`src/rtl/wsr_pkg.sv`:
```
package wsr_pkg;
   localparam int PE_BIT    = 0;
   localparam int ALARM_BIT = 1;
   localparam int WAKE_LSB  = 2;

   function automatic int word_width(input int n_ch);
      return 2 * n_ch + 3;
   endfunction

   function automatic int agc_bit(input int n_ch);
      return WAKE_LSB + n_ch;
   endfunction
endpackage

```
`src/rtl/wsr_wake_qual.sv`:
```
module wsr_wake_qual #(
   parameter int QUAL_W = 6
) (
   input  logic clk,
   input  logic rst_n,
   input  logic soft_rst,
   input  logic carrier,
   input  logic tick,
   output logic wake
);
   localparam logic [QUAL_W-1:0] TERM = {QUAL_W{1'b1}};

   logic [QUAL_W-1:0] cnt;
   logic              at_term;

   assign at_term = (cnt == TERM);

   always_ff @(posedge clk or negedge rst_n) begin
      if (!rst_n) begin
         cnt  <= '0;
         wake <= 1'b0;
      end else if (soft_rst) begin
         cnt  <= '0;
         wake <= 1'b0;
      end else begin
         if (!carrier)
            cnt <= '0;
         else if (tick && !at_term)
            cnt <= cnt + 1'b1;
         if (carrier && tick && at_term)
            wake <= 1'b1;
      end
   end

   AST_WAKE_STICKY: assert property (@(posedge clk) disable iff (!rst_n)
      (wake && !soft_rst) |=> wake);

   AST_CNT_RESTART: assert property (@(posedge clk) disable iff (!rst_n)
      (!carrier) |=> (cnt == '0));

   AST_NO_EARLY_WAKE: assert property (@(posedge clk) disable iff (!rst_n)
      (!wake && !at_term) |=> !wake);
endmodule

```
`src/rtl/wsr_alarm_latch.sv`:
```
module wsr_alarm_latch (
   input  logic clk,
   input  logic rst_n,
   input  logic alarm_pulse,
   input  logic rd_strobe,
   output logic alarm_q
);
   always_ff @(posedge clk or negedge rst_n) begin
      if (!rst_n)
         alarm_q <= 1'b0;
      else if (alarm_pulse)
         alarm_q <= 1'b1;
      else if (rd_strobe)
         alarm_q <= 1'b0;
   end

   AST_ALARM_SET: assert property (@(posedge clk) disable iff (!rst_n)
      alarm_pulse |=> alarm_q);

   AST_ALARM_CLR: assert property (@(posedge clk) disable iff (!rst_n)
      (rd_strobe && !alarm_pulse) |=> !alarm_q);
endmodule

```
`src/rtl/wsr_live_flags.sv`:
```
module wsr_live_flags #(
   parameter int NUM_CH = 3
) (
   input  logic              clk,
   input  logic              rst_n,
   input  logic              soft_rst,
   input  logic [NUM_CH-1:0] ch_pass,
   input  logic              agc_strong,
   input  logic              parity_err,
   output logic [NUM_CH-1:0] act_q,
   output logic              agc_q,
   output logic              pe_q
);
   always_ff @(posedge clk or negedge rst_n) begin
      if (!rst_n) begin
         act_q <= '0;
         agc_q <= 1'b0;
      end else if (soft_rst) begin
         act_q <= '0;
         agc_q <= 1'b0;
      end else begin
         act_q <= ch_pass;
         agc_q <= agc_strong;
      end
   end

   always_ff @(posedge clk or negedge rst_n) begin
      if (!rst_n)
         pe_q <= 1'b1;
      else
         pe_q <= parity_err;
   end

   AST_PE_FOLLOW: assert property (@(posedge clk) disable iff (!rst_n)
      1'b1 |=> (pe_q == $past(parity_err)));

   AST_ACT_FOLLOW: assert property (@(posedge clk) disable iff (!rst_n)
      (!soft_rst) |=> (act_q == $past(ch_pass)));
endmodule

```
`src/rtl/wsr_status_reg.sv`:
```
module wsr_status_reg #(
   parameter int NUM_CH    = 3,
   parameter int QUAL_W    = 6,
   parameter bit ALERT_REG = 1'b0,
   localparam int WORD_W   = wsr_pkg::word_width(NUM_CH)
) (
   input  logic              clk,
   input  logic              rst_n,
   input  logic [NUM_CH-1:0] ch_pass,
   input  logic [NUM_CH-1:0] ch_carrier,
   input  logic [NUM_CH-1:0] ch_tick,
   input  logic              agc_strong,
   input  logic              alarm_pulse,
   input  logic              alarm_alert_en,
   input  logic              parity_err,
   input  logic              rd_strobe,
   input  logic              sleep_strobe,
   input  logic              soft_rst,
   output logic [WORD_W-1:0] rd_data,
   output logic              alert_n
);
   import wsr_pkg::*;

   localparam int AGC_B   = agc_bit(NUM_CH);
   localparam int ACT_LSB = AGC_B + 1;

   if (NUM_CH < 1 || NUM_CH > 8) begin : g_bad_ch
      $error("wsr_status_reg: NUM_CH out of range");
   end
   if (QUAL_W < 1 || QUAL_W > 16) begin : g_bad_qual
      $error("wsr_status_reg: QUAL_W out of range");
   end

   logic [NUM_CH-1:0] wake;
   logic [NUM_CH-1:0] act_q;
   logic              agc_q;
   logic              pe_q;
   logic              alarm_q;
   logic [WORD_W-1:0] status;
   logic              alert_now;

   for (genvar c = 0; c < NUM_CH; c++) begin : g_ch
      wsr_wake_qual #(.QUAL_W(QUAL_W)) u_qual (
         .clk      (clk),
         .rst_n    (rst_n),
         .soft_rst (soft_rst),
         .carrier  (ch_carrier[c]),
         .tick     (ch_tick[c]),
         .wake     (wake[c])
      );
   end

   wsr_alarm_latch u_alarm (
      .clk         (clk),
      .rst_n       (rst_n),
      .alarm_pulse (alarm_pulse),
      .rd_strobe   (rd_strobe),
      .alarm_q     (alarm_q)
   );

   wsr_live_flags #(.NUM_CH(NUM_CH)) u_live (
      .clk        (clk),
      .rst_n      (rst_n),
      .soft_rst   (soft_rst),
      .ch_pass    (ch_pass),
      .agc_strong (agc_strong),
      .parity_err (parity_err),
      .act_q      (act_q),
      .agc_q      (agc_q),
      .pe_q       (pe_q)
   );

   always_comb begin
      status                             = '0;
      status[PE_BIT]                     = pe_q;
      status[ALARM_BIT]                  = alarm_q;
      status[WAKE_LSB +: NUM_CH]         = wake;
      status[AGC_B]                      = agc_q;
      status[ACT_LSB +: NUM_CH]          = act_q;
   end

   always_ff @(posedge clk or negedge rst_n) begin
      if (!rst_n)
         rd_data <= '0;
      else if (rd_strobe)
         rd_data <= status;
   end

   assign alert_now = pe_q | (alarm_q & alarm_alert_en);

   if (ALERT_REG) begin : g_alert_ff
      always_ff @(posedge clk or negedge rst_n) begin
         if (!rst_n)
            alert_n <= 1'b0;
         else
            alert_n <= ~alert_now;
      end
   end else begin : g_alert_comb
      assign alert_n = ~alert_now;
   end

   AST_SOFT_CLR: assert property (@(posedge clk) disable iff (!rst_n)
      soft_rst |=> (wake == '0 && act_q == '0 && !agc_q));

   AST_SOFT_KEEPS_ALARM: assert property (@(posedge clk) disable iff (!rst_n)
      (soft_rst && !rd_strobe && !alarm_pulse) |=> (alarm_q == $past(alarm_q)));

   AST_SLEEP_NEUTRAL: assert property (@(posedge clk) disable iff (!rst_n)
      (sleep_strobe && !rd_strobe && !alarm_pulse) |=> (alarm_q == $past(alarm_q)));

   AST_READ_CAPTURE: assert property (@(posedge clk) disable iff (!rst_n)
      rd_strobe |=> (rd_data[ALARM_BIT] == $past(alarm_q)));
endmodule

```
`config.mk`:
```
export PLATFORM = sky130hd
export DESIGN_NAME = wsr_status_reg
export DESIGN_NICKNAME = d
export VERILOG_FILES = /design/src/rtl/wsr_pkg.sv /design/src/rtl/wsr_wake_qual.sv /design/src/rtl/wsr_alarm_latch.sv /design/src/rtl/wsr_live_flags.sv /design/src/rtl/wsr_status_reg.sv
export SDC_FILE = /design/constraint.sdc
export NUM_CORES = 1
export LEC_CHECK = 0
export ABC_AREA = 1
export BUFFER_PORTS_ARGS = -buffer_cell sky130_fd_sc_hd__buf_2
export CELL_PAD_IN_SITES_DETAIL_PLACEMENT = 1
export CELL_PAD_IN_SITES_GLOBAL_PLACEMENT = 1
export CORE_ASPECT_RATIO = 1.5
export CORE_MARGIN = 4
export CORE_UTILIZATION = 45
export DETAILED_ROUTE_END_ITERATION = 10
export GPL_TIMING_DRIVEN = 1
export PLACE_DENSITY = 0.88
export SLEW_MARGIN = 10
export SYNTH_ARGS = -nofsm -noshare
export SYNTH_HDL_FRONTEND = slang
export SYNTH_HIERARCHICAL = 1
export SYNTH_SLANG_ARGS = --single-unit
```
`constraint.sdc`:
```
create_clock -name clk -period 2.25 [get_ports clk]
set_clock_uncertainty 0.05 [all_clocks]
set_input_delay 0.675 -clock clk [delete_from_list [all_inputs] [get_ports clk]]
set_output_delay 0.675 -clock clk [all_outputs]
set_load 0.1 [all_outputs]
```
==> results.tsv <==
metric	value	unit
status	finished, final reports clean	
rsz0062_at_grt	false	
viasPerCell	5.223	
htreeDepth	2	
drc_errors	0	
syn_nets	255	
worst_slack	0.3889	ns
cts.reportedPaths.clkPinSlew	0.08	ns
timing.final.max_slew_violations	0	
wl	4459	um
endpoint	alert_n	
maxCapViolCount	0	
cp-startpoint	alarm_alert_en	
dp_slack	0.3847	ns
synth_area_leaders	dfrtp_1 (46%), nand2_1 (17%), inv_1 (4.7%)	
hold_buffers	0	
gp_congestion	0.7966	
ys_seq_elements	36	
ir_drop	0.5528	mV
chipHeight	87.94	um
cts_setup_buffers	0	
design_area	2203	um^2
grt_pass1_vias	1661	
min_path_type	input port to asynchronous set/reset pin	
worst-endpoint-arrival	1.14	ns
rows	28	
finalSetupViolCount	0	
synth_top_area_share	45.69	%
yosys.area.top_type	dfrtp_1	
fin_setup_tns	0	ns
clock_path_buffers	2	
slew_headroom	66.51	%
r2r_setup_slack	0.78	ns
core	4029	um^2
path_class	input port to output port	
synth_compound_area_share	5.352	%
p_sw	420.2	uW
grtUsageTotal	19.51	%
max_stage_delay	0.19	ns
numCtsBuffers	5	
ant_nets	0	
timing.final.crit_period	1.861	ns
p_total	1458	uW
yosys_warnings	6	
post-dp-hpwl	3199	um
muxShareOfSynthArea	0	%
slowest_stage	buf_12	
sw_frac_of_total	28.81	%
dr.pass1.iters	4	
grt_start_max_net_pins	37	
portBuffers	26	
antenna_found_initial	0	
endpoint_kind	output port	
root_buffer	clkbuf_8	
path_cells	buf_2 -> a21oi_4 -> buf_12	
internal_power	1038	uW
required	1.52	ns
synth-adder-area-share	1.958	%
gr-total-overflow	0	
area_growth_syn_to_layout	14.95	%
startpoint_type	input port	
syn-cell-area	1917	um^2
ys_seq_area_share	47.06	%
pwr-share-seq	46.5	%
fin_nets	285	
synth_top_family_by_area	simple AND/OR/NAND/NOR gates	
postSynthAreaPerCell	8.192	um^2
die_area	5390	um^2
p_clk_share	39.7	%
wl_per_cell	14.38	um
fp.dieW	61.29	um
synthDistinctLibCells	19	
initial_core_util	47.58	%
path_max_fanout	1	
hold_viol	0	
worst_pin_slew	0.5058	ns
clock_latency	0.29	ns
synth_xor_area_share	0	%
reg2reg_to	g_ch[2].u_qual/cnt[5]$_DFFE_PN0P_	
power_density	661.9	nW/um^2
synthSimpleGateAreaFrac	38.38	%
p_leak	0.001154	uW
diodes	0	
ioPinCount	28	
timing.final.crit_share	82.71	%
r2r_start	g_ch[2].u_qual/cnt[0]$_DFFE_PN0P_	
cts_tree	done	
syn_inst	234	
rr_worst_depth	7	
fmax	0.5373	GHz
drive_gt1_share	23.40	%
cts.sinks	36	
placed_area	2092	um^2
grt_pass1_wl	7769	um
drt_iter0_markers	58	
cts.repair.resized	0	
final_core_util	54.69	%
p_comb_share	13.7	%
num_vias	1619	
-- flip-flops by register name, indices dropped and copies added (netlist names) --
name and count:
u_live/act_q 3, u_live/pe_q 1, g_ch.u_qual/wake 3, g_ch.u_qual/cnt 18
u_live/agc_q 1, u_alarm/alarm_q 1, rd_data 9
-- through the flow --
step	instances	hold WS, ns
final	310	0.3615
after global routing	310	0.3943
after CTS	310	0.3756
after detailed placement	302	0.3881
after global placement	302	0.3802
after floorplan	234	0.3294
-- power groups by stage --
stage	Clock, uW	Combinational [uW]	Sequential, uW
final	579	200	679
after global routing	624	217	681
after CTS	593	204	679
after detailed placement	0	202	692
after global placement	0	197	690
after floorplan	0	69.7	755
-- layout by cell type (no fill, tap or decap) --
cell and count:
a21oi_1 6, a21oi_4 1, buf_12 1, buf_2 25, buf_4 1, bufinv_16 1
clkbuf_8 5, clkinv_2 1, clkinvlp_4 1, dfrtp_1 35, dfstp_2 1, ha_1 3
inv_1 24, inv_2 1, nand2_1 86, nand2_2 3, nand3_1 15, nand3_2 3
nand4_1 9, nor2_1 19, nor2_4 6, nor2_8 3, nor3_1 3, o21ai_0 3
o21ai_2 6, or2_2 3
-- critical path, delay by kind of cell --
kind,cells,cell delay [ns]
compound gates,1,0.15
buf+inv,2,0.31
-- worst min-delay path by stage --
stage                              startpoint                                 to  slack [ns]  cells past startpoint
detailed placement     u_live/agc_q$_DFF_PN0_             rd_data[5]$_DFFE_PN0P_        0.39                      2
global placement    u_live/act_q[0]$_DFF_PN0_             rd_data[6]$_DFFE_PN0P_        0.38                      2
floorplan                               rst_n  g_ch[0].u_qual/cnt[0]$_DFFE_PN0P_        0.33                      0
CTS                                     rst_n             rd_data[0]$_DFFE_PN0P_        0.38                      2
finish                                  rst_n             rd_data[0]$_DFFE_PN0P_        0.36                      2
global route                            rst_n             rd_data[0]$_DFFE_PN0P_        0.39                      2
-- cell usage after synthesis, drive strengths merged --
master,count
dfrtp,35
a21oi,7
o21ai,9
nor3,3
dfstp,1
inv,25
nand2,89
or2,3
nor2,28
ha,3
nand4,9
buf,4
nand3,18
-- layout make-up --
type | count | area [um^2]
Multi-Input combinational cell | 169 | 887.1
Fill cell | 501 | 1826
Clock inverter | 3 | 42.54
Clock buffer | 5 | 68.82
Tap cell | 45 | 56.30
Inverter | 25 | 93.84
Sequential cell | 36 | 902.1
Timing Repair Buffer | 27 | 152.6
-- layer usage --
layer	GRT usage, %	vias up	wire (um)	share of wire (%)
met5	0	-	0	0
met4	9.862	0	106	2.4
met3	3.835	9	138	3.1
met2	32.85	24	2344	53
met1	22.83	790	1870	42
li1	-	796	-	-
-- kinds of logic (layout without fill, tap and decap cells) --
group	after synthesis	after routing
buf+inv	29	60
compound gates	16	16
fa+ha+maj	3	3
simple gates	150	150
flops	36	36
(Power assumes the default switching activity.)
